===== src/rtl/nimh_charge_ctrl.sv =====
module nimh_charge_ctrl #(
  parameter int TIMER_UNIT = 16,
  parameter int TRK_PERIOD = 32,
  parameter int TRK_STEP   = 2,
  parameter int FLASH_HALF = 8
) (
  input  logic       clk,
  input  logic       rst_n,
  input  logic [1:0] mode,
  input  logic       power_on,
  input  logic       v_over_max,
  input  logic       v_under_min,
  input  logic       temp_hot,
  input  logic       inhibit,
  input  logic       term_pvd,
  input  logic       term_ndv,
  output logic       chg_en,
  output logic       trickle,
  output logic       led
);

  localparam int TW = $clog2(TIMER_UNIT * 8) + 1;
  localparam int CW = $clog2(TRK_PERIOD + 1);
  localparam int FW = $clog2(FLASH_HALF + 1);

  typedef enum logic [1:0] {S_PEND, S_FAST, S_DONE} st_t;

  st_t           st, st_d;
  logic [TW-1:0] tmr;
  logic [TW-1:0] lim;
  logic [CW-1:0] tcnt;
  logic [FW-1:0] fcnt;
  logic [CW+1:0] pw;
  logic          flash;
  logic          ovm_q;

  wire valid   = ~v_over_max & ~v_under_min & ~temp_hot;
  wire new_cyc = power_on | (ovm_q & ~v_over_max);
  wire run     = (st == S_FAST) && !inhibit;
  wire tmo     = run && (tmr == lim - 1'b1);

  assign lim = TW'(TIMER_UNIT) << mode;
  assign pw  = (CW+2)'(TRK_STEP * (int'(mode) + 1));

  always_comb begin
    st_d = st;
    if (v_over_max)
      st_d = S_DONE;
    else if (new_cyc)
      st_d = valid ? S_FAST : S_PEND;
    else
      case (st)
        S_PEND:  if (valid) st_d = S_FAST;
        S_FAST:  if (temp_hot || (run && (term_pvd || term_ndv)) || tmo) st_d = S_DONE;
        default: st_d = st;
      endcase
  end

  always_ff @(posedge clk or negedge rst_n) begin
    if (!rst_n) begin
      st    <= S_PEND;
      tmr   <= '0;
      ovm_q <= 1'b0;
    end else begin
      st    <= st_d;
      ovm_q <= v_over_max;
      if (st_d == S_FAST && (st != S_FAST || new_cyc))
        tmr <= '0;
      else if (run)
        tmr <= tmr + 1'b1;
    end
  end

  always_ff @(posedge clk or negedge rst_n) begin
    if (!rst_n) begin
      tcnt  <= '0;
      fcnt  <= '0;
      flash <= 1'b0;
    end else begin
      tcnt <= (tcnt == CW'(TRK_PERIOD - 1)) ? '0 : tcnt + 1'b1;
      if (fcnt == FW'(FLASH_HALF - 1)) begin
        fcnt  <= '0;
        flash <= ~flash;
      end else begin
        fcnt <= fcnt + 1'b1;
      end
    end
  end

  assign trickle = (st != S_FAST);
  assign chg_en  = trickle ? ((CW+2)'(tcnt) < pw) : ~inhibit;
  assign led     = (st == S_FAST) ? 1'b1 : (st == S_PEND) ? flash : 1'b0;

  assert_overmax_done_R3: assert property (@(posedge clk) disable iff (!rst_n)
    v_over_max |=> st == S_DONE);

  assert_fast_entry_valid_R2: assert property (@(posedge clk) disable iff (!rst_n)
    (st == S_FAST && $past(st) != S_FAST) |-> $past(valid));

  assert_inhibit_freeze_R6: assert property (@(posedge clk) disable iff (!rst_n)
    (st == S_FAST && inhibit && !v_over_max && !temp_hot && !new_cyc)
      |=> (st == S_FAST && tmr == $past(tmr)));

  assert_done_sticky_R9: assert property (@(posedge clk) disable iff (!rst_n)
    (st == S_DONE && !new_cyc) |=> st == S_DONE);

  assert_timer_advance_R8: assert property (@(posedge clk) disable iff (!rst_n)
    (run && st_d == S_FAST && !new_cyc) |=> tmr == $past(tmr) + 1'b1);

endmodule


===== config.mk =====
export PLATFORM = sky130hd
export DESIGN_NAME = nimh_charge_ctrl
export DESIGN_NICKNAME = d
export VERILOG_FILES = /design/src/rtl/nimh_charge_ctrl.sv
export SDC_FILE = /design/constraint.sdc
export NUM_CORES = 1
export LEC_CHECK = 0
export BUFFER_PORTS_ARGS = -buffer_cell sky130_fd_sc_hd__buf_2
export CORE_ASPECT_RATIO = 1.1
export CORE_MARGIN = 4
export CORE_UTILIZATION = 35
export CTS_BUF_LIST = sky130_fd_sc_hd__clkbuf_4
export CTS_CLUSTER_SIZE = 10
export DETAILED_ROUTE_END_ITERATION = 16
export PLACE_DENSITY_LB_ADDON = 0.08
export SLEW_MARGIN = 10
export SYNTH_ARGS = -nofsm -noshare
export SYNTH_HDL_FRONTEND = slang
export SYNTH_SLANG_ARGS = --single-unit

===== constraint.sdc =====
create_clock -name clk -period 1.9 [get_ports clk]
set_input_delay 0.095 -clock clk [delete_from_list [all_inputs] [get_ports clk]]
set_output_delay 0.095 -clock clk [all_outputs]
set_load 0.01 [all_outputs]

---- After elaboration in Yosys (flattened, before gate mapping) ----
Index checks and enable logic that the tools add are counted.
word-level totals
  bits of input ports ..................... 11
  memories kept ........................... 0
  memory bits (writable) .................. 0
  register bits ........................... 22
  bits in latches ......................... 0
  output and inout port bits .............. 3
  logic and storage cells ................. 52
  ROM bits ................................ 0
cells by class
  magnitude comparators ................... 1
  equality and inequality tests ........... 6
  reduce and logical (&&, ||, !) cells .... 11
  divide/modulo/power cells ............... 0
  multiplexer cells ....................... 13
  $add $sub $neg .......................... 5
  bitwise gates (word level) .............. 9
  shifts and indexed selects .............. 1
  multiply operators ...................... 0
operator list
  kind                 count
  $mux 8               2
  $add 8x1->8 const B  1
  $eq 8x8->1           1
  $mux 2               4
  $shl 5x2->8 const A  1
  $sub 8x1->8 const B  1
  $add 6x1->6 const B  1
  $eq 6x5->1 const B   1
  $lt 6x4->1           1
  $mux 6               1
  $not 1->1            5
  $add 4x1->4 const B  1
  $eq 2x1->1 const B   2
  $eq 4x3->1 const B   1
  $logic_and 1x1->1    4
  $logic_or 1x1->1     4
  $mux 1               4
  $mux 4               1
  $pmux 2 s2           1
  $add 2x1->3 const B  1
  $and 1x1->1          3
  $logic_not 2->1      1
  $ne 2x1->1 const B   1
  $reduce_bool 2->1    1
  2 further kinds      2

---- Depth between registers and ports, before layout ----
Gate-level depths: netlist of the first run.
  depth after elaboration ................. 12
  gate-level depth with buffers ........... 7

---- Least setup slack after synthesis of the first run ----
OpenSTA, ideal clock, no wires.
  kind .................................... register to register
  start point ............................. register st[1]
  end point ............................... register st[1]
  data required time ...................... 1.820 ns
  cell stages (with the launch flop) ...... 5
  library setup time ...................... 0.080 ns
  arrival ................................. 1.399 ns
  path slack .............................. 0.421 ns
  cells stage by stage .................... dfrtp_1 -> nor3b_4 -> nand2_4 -> o311a_1 -> nor3_2
between the ends
  longest elaborated chain between the ends .. 9
  elaborated cells between the ends (all ways) .. 12
  classes of those cells .................. eq/ne: 1; mux: 5; reduce/logical: 6
ends and longest elaborated chain
  item                           RTL line  text
  start, declared                28        st_t st, st_d;
  start signal, assigned         65        st <= st_d;
  $eq 2x1->1                     39, 52
  $logic_and 1x1->1              39        wire run = (st == S_FAST) && !inhibit;
  $logic_and 1x1->1              54        S_FAST: if (temp_hot || (run && (term_pvd || term_ndv)) || tmo) st_d = S_DONE;
  $logic_or 1x1->1 (2 in a row)  54
  $mux 2                         54
  $pmux 2 s2 *                   52        case (st)
  $mux 2 *                       49        else if (new_cyc)
  $mux 2 *                       47        if (v_over_max)
  net st_d[1]                    28
The timed path passes the listed nets; every way through them passes the cells marked *.
A chain may end at the register's enable or synchronous reset.

---- Final worst setup path of the first run ----
  start point ............................. register tcnt[2]
  end point ............................... output port chg_en
between the ends
  longest elaborated chain between the ends .. 2
ends and longest elaborated chain
  item                    RTL line  text
  start, declared         31        logic [CW-1:0] tcnt;
  start signal, assigned  80        tcnt <= (tcnt == CW'(TRK_PERIOD - 1)) ? '0 : tcnt + 1'b1;
  $lt 6x4->1              91        assign chg_en = trickle ? ((CW+2)'(tcnt) < pw) : ~inhibit;
  $mux 1                  91
  end, declared           17        output logic chg_en,
No other way between the ends.

==> impl_metrics.json, run 1 <==
{
  "via_per_inst": 4.97,
  "dr_wl_met3_um": 74,
  "syn_inst": 112,
  "hold_path_depth": 3,
  "post-cts-setup-buffers": 0,
  "clk-insertion-delay-late_ns": 0.30,
  "r2r-start": "st[1]$_DFF_PN0_",
  "antenna_cells": 0,
  "max_slew_margin": 0.607,
  "hold_start": "temp_hot",
  "hold_viol_final": 0,
  "irDropWorstVdd_v": 0.000231,
  "hpwl_mm": 1.72,
  "fin_nets": 153,
  "powerDensity_nw_per_um2": 588,
  "yosys.area.top_type": "dfrtp_1",
  "grt_max_degree": 23,
  "syn_nets": 132,
  "yosys_most_used_dff": "dfrtp_1",
  "clock_path_buffers": 2,
  "synth-seq-cells": 22,
  "wl_per_cell_um": 12.8,
  "cts_tree": "built",
  "synth_compound_area_frac": 0.0960,
  "synth.distinct_cells": 31,
  "dr.pass1.iters": 3,
  "synth_mux_area_frac": 0.0251,
  "tightest_slew_ns": 0.590,
  "reg2reg_slack_ns": 0.29,
  "hold_ws_ns": 0.107,
  "wl_mm": 2.15,
  "hold_buffers": 2,
  "area_growth_pct": 13.7,
  "design.core.area_um2": 3300,
  "synth_most_common_cell": "dfrtp_1",
  "cts.reportedPaths.clkPinSlew_ns": 0.12,
  "crit_arrival_ns": 1.64,
  "required_ns": 1.80,
  "crit_fanout": 7,
  "finalCritPeriodShare": 0.916,
  "syn_area_um2": 1200,
  "synth_simple_gate_area_frac": 0.215,
  "via_count": 835,
  "worst-setup-path-type": "reg -> out",
  "gp_congestion": 0.708,
  "final.setup_skew_ns": 0.00143,
  "setup_violations": 0,
  "grt_usage": 0.106,
  "rows": 22,
  "cts_num_sinks": 22,
  "initial_utilization": 0.363,
  "antenna_left": 0,
  "multi_input_area_um2": 629,
  "syn_area_per_cell_um2": 10.7,
  "tns_ns": 0,
  "first_global_vias": 818,
  "rsz0062_at_grt": "false",
  "register_area_um2": 551,
  "fmax_mhz": 575,
  "ys_seq_area_frac": 0.459,
  "drt_iter0_drc": 17,
  "r2r_end": "tmr[7]$_DFFE_PN0P_",
  "die_h_um": 69.4,
  "min_period_ns": 1.74,
  "grt_pass1_wl_mm": 3.73,
  "grt_antenna_before_repair": 0,
  "start_kind": "register",
  "max_cap_viol_count": 0,
  "wl_met2_mm": 1.03,
  "io-pin-count": 14,
  "finalPower_w": 0.000802,
  "wl_met1_mm": 1.02,
  "synth_edf_count": 0,
  "post-route-drc-count": 0,
  "synthArstFlopShare": 1.00,
  "worstHoldPathType": "in -> reg",
  "min_to": "tmr[5]$_DFFE_PN0P_",
  "synth_top_family_by_area": "simple AND/OR/NAND/NOR gates",
  "htree_levels": 1,
  "yosys-top-cells-count": "dfrtp_1 (22), nor2_1 (14), ha_1 (9), xor2_1 (9)",
  "outcome": "finished, final reports clean",
  "reg2reg_depth": 3,
  "fp.dieW_um": 63.8,
  "fillers": 335,
  "drv_slew": 0,
  "grt-ovfl-total": 0,
  "synth_top_area_frac": 0.459,
  "synthAdderAreaFrac": 0.0939,
  "cts-root-buf": "clkbuf_4",
  "drive_gt1_frac": 0.174,
  "cts_made_buffers": 3,
  "worstSetupEndpointType": "output port",
  "startpoint": "tcnt[2]$_DFF_PN0_",
  "yosysWarnings": 0,
  "io_buffer_count": 13,
  "top_layer": "met4",
  "synth-xor-area-share": 0.0950,
  "synth.area.top_cells": "dfrtp_1 (46%), ha_1 (9.4%), xor2_1 (6.6%)",
  "cts.repair.resized": 0,
  "dieArea_um2": 4430,
  "p_leak_nw": 0.699
}
sequential cells by signal (all words and copies together), names as in the netlist:
signal	cells
flash	1
st	2
tcnt	6
ovm_q	1
tmr	8
fcnt	4
per-stage QoR:
step	cell area [um^2]	utilization	instances	worst slack [ns]
2_1_floorplan	1200	-	112	0.421
3_3_place_gp	1320	0.398	162	0.319
3_5_place_dp	1320	0.398	162	0.281
4_1_cts	1360	0.413	168	0.123
5_1_grt	1360	0.413	168	0.0683
6_report	1360	0.413	168	0.160
worst max-delay path, cell delays in order (launching register included):
cell and delay (ns):
dfrtp_1 0.48, ha_1 0.32, o21a_1 0.10, o21ai_0 0.15, a31o_2 0.17, buf_2 0.12
report_power, final:
group	switching (W)	internal [W]	leakage, nW	total [W]
registers	0.0000150	0.000482	0.289	0.000497
logic	0.0000509	0.0000428	0.396	0.0000937
clock network	0.000135	0.0000765	0.0154	0.000211
layout by cell type, fill, tap and decap left out, types with 3 or more instances in the layout:
cell	count
ha_1	9
nand4_1	3
nor2_1	14
nand2_1	5
clkbuf_4	3
nand3_1	4
o21ai_0	3
xor2_1	9
dfrtp_1	22
xnor2_1	4
mux2i_1	3
inv_1	5
and2_1	4
buf_2	13
nor3_1	4
layout make-up:
type                    instances  area share
clock buffers                   3      0.0165
clock inverters                 1     0.00275
inverters                       5      0.0138
multi-input cells              85       0.462
flip-flops and latches         22       0.404
well taps                      36      0.0331
repair buffers                 16      0.0680
worst max-delay path by stage:
stage,to,slack [ns],depth (start not counted)
after floorplan,st[1]$_DFF_PN0_,0.42,4
after global placement,tmr[1]$_DFFE_PN0P_,0.32,3
after detailed placement,tmr[0]$_DFFE_PN0P_,0.28,3
after CTS,chg_en,0.12,5
after global routing,chg_en,0.07,5
final,chg_en,0.16,5
routing by layer:
layer,vias up,global-route usage
met2,10,0.165
met3,2,0.0227
met4,0,0.0504
li1,428,-
met5,-,0
met1,395,0.139
logic make-up (layout without fill, tap and decap cells):
kind of cell	Yosys count	count (layout)
compound gates	14	14
xor+xnor	13	13
fa+ha+maj	9	9
buf+inv	5	25
flops	22	22
mux	3	3
simple gates	46	46
No activity file was read; power rests on OpenSTA's default activity.
==> run 2: changes to the inputs <==
--- a/config.mk
+++ b/config.mk
@@ -5,12 +5,12 @@
 export SDC_FILE = /design/constraint.sdc
 export NUM_CORES = 1
 export LEC_CHECK = 0
+export ABC_AREA = 1
 export BUFFER_PORTS_ARGS = -buffer_cell sky130_fd_sc_hd__buf_2
 export CORE_ASPECT_RATIO = 1.1
 export CORE_MARGIN = 4
 export CORE_UTILIZATION = 35
 export CTS_BUF_LIST = sky130_fd_sc_hd__clkbuf_4
-export CTS_CLUSTER_SIZE = 10
 export DETAILED_ROUTE_END_ITERATION = 16
 export PLACE_DENSITY_LB_ADDON = 0.08
 export SLEW_MARGIN = 10
==> impl_metrics.json, run 2 <==
{
  "outcome": "finished, final reports clean",
  "io-pin-count": 14,
  "design.core.area_um2": 3440,
  "min_period_ns": 1.72,
  "layout_commonest_cell": "nand2_1",
  "syn_nets": 175,
  "ys_seq_area_frac": 0.425,
  "antenna_cells": 0,
  "first_global_vias": 954,
  "power_frac_seq": 0.513,
  "yosys-top-cells-count": "nand2_1 (35), inv_1 (28), dfrtp_1 (22), nor2_1 (14), xor2_1 (10)",
  "cts_made_buffers": 3,
  "irDropWorstVdd_v": 0.000407,
  "crit_arrival_ns": 1.62,
  "drt_iter0_drc": 48,
  "rows": 22,
  "clock_path_buffers": 2,
  "post-route-drc-count": 0,
  "fmax_mhz": 582,
  "yosys_most_used_dff": "dfrtp_1",
  "combPwrFrac": 0.103,
  "worstSetupEndpointType": "output port",
  "setup_violations": 0,
  "start_kind": "register",
  "initial_utilization": 0.377,
  "yosysWarnings": 0,
  "syn_area_per_cell_um2": 8.36,
  "finalCritPeriodShare": 0.904,
  "gp_congestion": 0.838,
  "p_int_w": 0.000734,
  "synth.area.top_cells": "dfrtp_1 (42%), nand2_1 (10%), ha_1 (8.7%)",
  "cts-root-buf": "clkbuf_4",
  "io_buffer_count": 13,
  "p_leak_nw": 0.867,
  "regMostFlops": "tmr",
  "cts_num_sinks": 22,
  "grt-ovfl-total": 0,
  "max_cap_viol_count": 0,
  "htree_levels": 1,
  "drv_slew": 0,
  "fp.dieW_um": 66.0,
  "tightest_slew_ns": 0.502,
  "mostFrequentLayoutCells": "nand2_1 (35), inv_1 (28), dfrtp_1 (22)",
  "p_sw_frac": 0.235,
  "yosys.area.top_type": "dfrtp_1",
  "cts_tree": "built",
  "switchingPower_w": 0.000226,
  "post-place-cells": 216,
  "antenna_left": 0,
  "stdcell_count": 223,
  "powerDensity_nw_per_um2": 639,
  "grt_max_degree": 23,
  "final.setup_skew_ns": 0.00422,
  "synth_edf_count": 0,
  "via_per_inst": 4.35,
  "synth-seq-cells": 22,
  "area_growth_pct": 15.8,
  "finalPower_w": 0.000959,
  "synth.distinct_cells": 24,
  "syn_area_um2": 1300,
  "via_count": 970,
  "dieArea_um2": 4740,
  "clk-insertion-delay-late_ns": 0.31,
  "worst-setup-path-type": "reg -> out",
  "tns_ns": 0,
  "syn_inst": 155,
  "dr.pass1.iters": 4,
  "wl_per_cell_um": 10.3,
  "fin_area_um2": 1500,
  "required_ns": 1.80,
  "hold_viol_final": 0,
  "synth_most_common_cell": "nand2_1",
  "largest_register_ffs": 8,
  "worstHoldPathType": "in -> reg",
  "grt_usage": 0.112,
  "wl_mm": 2.30,
  "die_h_um": 71.8,
  "drive_gt1_frac": 0.166,
  "p_clk_frac": 0.384,
  "crit_fanout": 4,
  "cts.reportedPaths.clkPinSlew_ns": 0.13,
  "largestRegisters": "tmr x8, tcnt x6, fcnt x4",
  "max_slew_margin": 0.665,
  "dpl-instance-area_um2": 1420,
  "fin_nets": 196,
  "synth_top_area_frac": 0.425,
  "synthArstFlopShare": 1.00,
  "grt_pass1_wl_mm": 4.13,
  "hpwl_mm": 1.82,
  "grt_antenna_before_repair": 0
}
-- run 2: path summary, 6_finish.rpt --
path                               startpoint            endpoint  slack [ns]  cells past startpoint
max in group asynchronous               rst_n   fcnt[2]$_DFF_PN0_        1.30                      2
max reg2reg                tmr[0]$_DFFE_PN0P_  tmr[6]$_DFFE_PN0P_        0.30                     13
min                               v_under_min     st[0]$_DFF_PN0_        0.09                      4
min in group asynchronous               rst_n  tmr[6]$_DFFE_PN0P_        0.26                      2
min reg2reg                 flash$_DFFE_PN0N_   flash$_DFFE_PN0N_        0.48                      1
max                         tcnt[3]$_DFF_PN0_              chg_en        0.18                      5
-- run 2: area by class of cell --
type | count | area (um^2)
fillers | 354 | 1940
well taps | 48 | 60.1
clock inverters | 1 | 30.0
inverters | 30 | 113
clock buffers | 3 | 22.5
flip-flops and latches | 22 | 551
repair buffers | 16 | 92.6
multi-input cells | 103 | 633
-- run 2: power groups by stage --
stage / registers [W] / clock network [W] / logic [W]
after floorplan: 0.000499 / 0 / 0.0000602
after global placement: 0.000501 / 0 / 0.0000955
after detailed placement: 0.000501 / 0 / 0.0000986
after CTS: 0.000492 / 0.000380 / 0.000102
after global routing: 0.000494 / 0.000402 / 0.000115
final: 0.000492 / 0.000368 / 0.0000991
-- run 2: layer usage --
metal	global-route usage	up-vias	share of wire
met5	0	-	0
met4	0.0271	0	0.0087
li1	-	515	-
met3	0.0376	4	0.026
met2	0.199	9	0.52
met1	0.127	442	0.45
-- run 2: critical path, stage by stage, from the launching register on --
cell,delay [ns]
dfrtp_1,0.44
ha_1,0.32
a21oi_1,0.13
o2111ai_1,0.15
o21ai_1,0.13
buf_2,0.14
-- run 2: what timing repair did --
action                                  in CTS  in global routing
hold buffers                                 2                  0
endpoints found under the setup margin       0                  1
setup buffers                                0                  1
hold endpoints to repair                    24                  0
resized for setup                            0                  1
-- run 2: cells by family (layout without fill, tap and decap cells) --
kind of cell | Yosys count | in the layout | synth area share
AOI/OAI and AO/OA | 11 | 11 | 0.0473
and+or+nand+nor | 71 | 71 | 0.273
buffers and inverters | 30 | 50 | 0.0869
DFF | 22 | 22 | 0.425
xor gates and xnor gates | 12 | 12 | 0.0811
adders and majority gates | 9 | 9 | 0.0869
-- run 2: metrics by stage --
stage               hold WS (ns)  setup slack [ns]  utilization
global placement          0.0938             0.371        0.413
detailed placement         0.108             0.317        0.413
global route              0.0728        -0.0000565        0.436
CTS                       0.0773            0.0891        0.434
floorplan                 -0.201             0.487            -
finish                    0.0890             0.183        0.436
==> run 3: changes to the inputs <==
--- a/config.mk
+++ b/config.mk
@@ -6,7 +6,7 @@
 export NUM_CORES = 1
 export LEC_CHECK = 0
 export ABC_AREA = 1
-export BUFFER_PORTS_ARGS = -buffer_cell sky130_fd_sc_hd__buf_2
+export BUFFER_PORTS_ARGS = -buffer_cell sky130_fd_sc_hd__clkbuf_2
 export CORE_ASPECT_RATIO = 1.1
 export CORE_MARGIN = 4
 export CORE_UTILIZATION = 35
==> impl_metrics.json, run 3 (synthesis gave the netlist of run 2 again) <==
{
  "outcome": "finished, final reports clean",
  "reg2reg_depth": 13,
  "rows": 22,
  "fillers": 358,
  "switchingPower_w": 0.000208,
  "power_frac_seq": 0.612,
  "tns_ns": 0,
  "dieArea_um2": 4740,
  "max_cap_viol_count": 0,
  "hold_path_depth": 4,
  "tightest_slew_ns": 0.545,
  "max_slew_margin": 0.637,
  "cts_num_sinks": 22,
  "stdcell_count": 222,
  "grt_pass1_wl_mm": 3.95,
  "crit_arrival_ns": 1.63,
  "grt_antenna_before_repair": 0,
  "setup_violations": 0,
  "largestRegisters": "tmr x8, tcnt x6, fcnt x4",
  "io_buffer_count": 13,
  "antenna_cells": 0,
  "initial_utilization": 0.377,
  "required_ns": 1.80,
  "min_to": "st[0]$_DFF_PN0_",
  "post-route-drc-count": 0,
  "reg2reg_slack_ns": 0.27,
  "register_area_um2": 551,
  "first_global_vias": 990,
  "via_per_inst": 4.41,
  "drive_gt1_frac": 0.155,
  "drt_iter0_drc": 12,
  "powerDensity_nw_per_um2": 549,
  "post-place-cells": 216,
  "irDropWorstVdd_v": 0.000275,
  "cts-root-buf": "clkbuf_4",
  "clock_path_buffers": 2,
  "via_count": 979,
  "hold_start": "v_under_min",
  "p_leak_nw": 0.850,
  "path_cells": "ha_1, a21oi_1, o2111ai_1, o21ai_1, clkbuf_2",
  "io-pin-count": 14,
  "p_sw_frac": 0.258,
  "place_ws_ns": 0.292,
  "hold_viol_final": 0,
  "combPwrFrac": 0.124,
  "final.setup_skew_ns": 0.00251,
  "multi_input_area_um2": 633,
  "wl_mm": 2.24,
  "crit_buf_inv": 1,
  "fmax_mhz": 579,
  "area_growth_pct": 13.2,
  "cts_made_buffers": 3,
  "grt-ovfl-total": 0,
  "fin_nets": 195,
  "worstSetupEndpointType": "output port",
  "worst-setup-path-type": "reg -> out",
  "gp_congestion": 0.832,
  "fp.dieW_um": 66.0,
  "hpwl_mm": 1.84,
  "dr.pass1.iters": 4,
  "cp_top_family": "flip-flops",
  "regMostFlops": "tmr",
  "clk-insertion-delay-late_ns": 0.30,
  "crit_fanout": 5,
  "r2r-start": "tmr[0]$_DFFE_PN0P_",
  "antenna_left": 0,
  "slowest_delay_ns": 0.44,
  "post-cts-setup-buffers": 0,
  "drv_slew": 0,
  "worstHoldPathType": "in -> reg",
  "finalCritPeriodShare": 0.909,
  "cpMaxStageDelayCell": "dfrtp_1",
  "design.core.area_um2": 3440,
  "htree_levels": 1,
  "min_period_ns": 1.73,
  "grt_usage": 0.106,
  "die_h_um": 71.8,
  "fin_ws_ns": 0.173,
  "p_int_w": 0.000597,
  "start_kind": "register",
  "wl_per_cell_um": 10.1,
  "cts.reportedPaths.clkPinSlew_ns": 0.12,
  "mostFrequentLayoutCells": "nand2_1 (35), inv_1 (28), dfrtp_1 (22)",
  "largest_register_ffs": 8,
  "cts_tree": "built",
  "grt_max_degree": 23,
  "rsz0062_at_grt": "false",
  "layout_commonest_cell": "nand2_1",
  "p_clk_frac": 0.264,
  "r2r_end": "tmr[5]$_DFFE_PN0P_"
}
## run 3: changes by cell type in the layout (fill, tap and decap cells not counted)
cell | previous run | this run
buf_2 | 13 | 0
clkbuf_2 | 0 | 13
buf_4 | 1 | 0
clkinv_1 | 0 | 1
bufinv_16 | 1 | 0
## run 3: worst max-delay path by stage
stage / endpoint / start / cells after the start
finish: chg_en / tcnt[3]$_DFF_PN0_ / 5
global placement: tmr[1]$_DFFE_PN0P_ / tmr[1]$_DFFE_PN0P_ / 13
detailed placement: tmr[4]$_DFFE_PN0P_ / tmr[0]$_DFFE_PN0P_ / 13
global route: chg_en / tcnt[3]$_DFF_PN0_ / 5
CTS: chg_en / tcnt[3]$_DFF_PN0_ / 5
floorplan: tmr[0]$_DFFE_PN0P_ / tmr[0]$_DFFE_PN0P_ / 13
## run 3: power by group through the flow
stage	Clock (W)	Sequential, W	Combinational (W)
CTS	0.000233	0.000493	0.000104
floorplan	0	0.000499	0.0000602
detailed placement	0	0.000502	0.000101
finish	0.000213	0.000493	0.0000997
global route	0.000248	0.000495	0.000117
global placement	0	0.000501	0.0000962
## run 3: area by class of cell
cell class	instances	area share
multi-input cells	103	0.431
flip-flops and latches	22	0.375
inverters	30	0.0767
repair buffers	15	0.0580
well taps	48	0.0409
clock buffers	3	0.0153
clock inverters	1	0.00256
## run 3: worst min-delay path, stage by stage
cell      delay, ns
clkbuf_2       0.09
nor2_1         0.04
nand2_1        0.09
a21oi_1        0.07
## run 3: metrics by stage
step                      hold WS, ns  power, W  area, um^2  utilization
after floorplan                -0.201  0.000559        1300            -
after global placement          0.114  0.000597        1420        0.413
after detailed placement        0.112  0.000603        1420        0.413
after CTS                      0.0974  0.000830        1470        0.427
after global routing            0.130  0.000861        1470        0.427
final                           0.114  0.000805        1470        0.427
## run 3: metal layers
layer  track usage  part of all wire  up-vias
li1              -                 -      514
met1         0.122              0.44      457
met2         0.188              0.54        6
met3        0.0235             0.020        2
met4        0.0406            0.0076        0
met5             0                 0        -
## run 3: repair_timing
item                                   in CTS  in global routing
setup endpoints to repair                   0                  1
resized for setup                           0                  1
endpoints found under the hold margin      24                  0
hold buffers                                2                  0
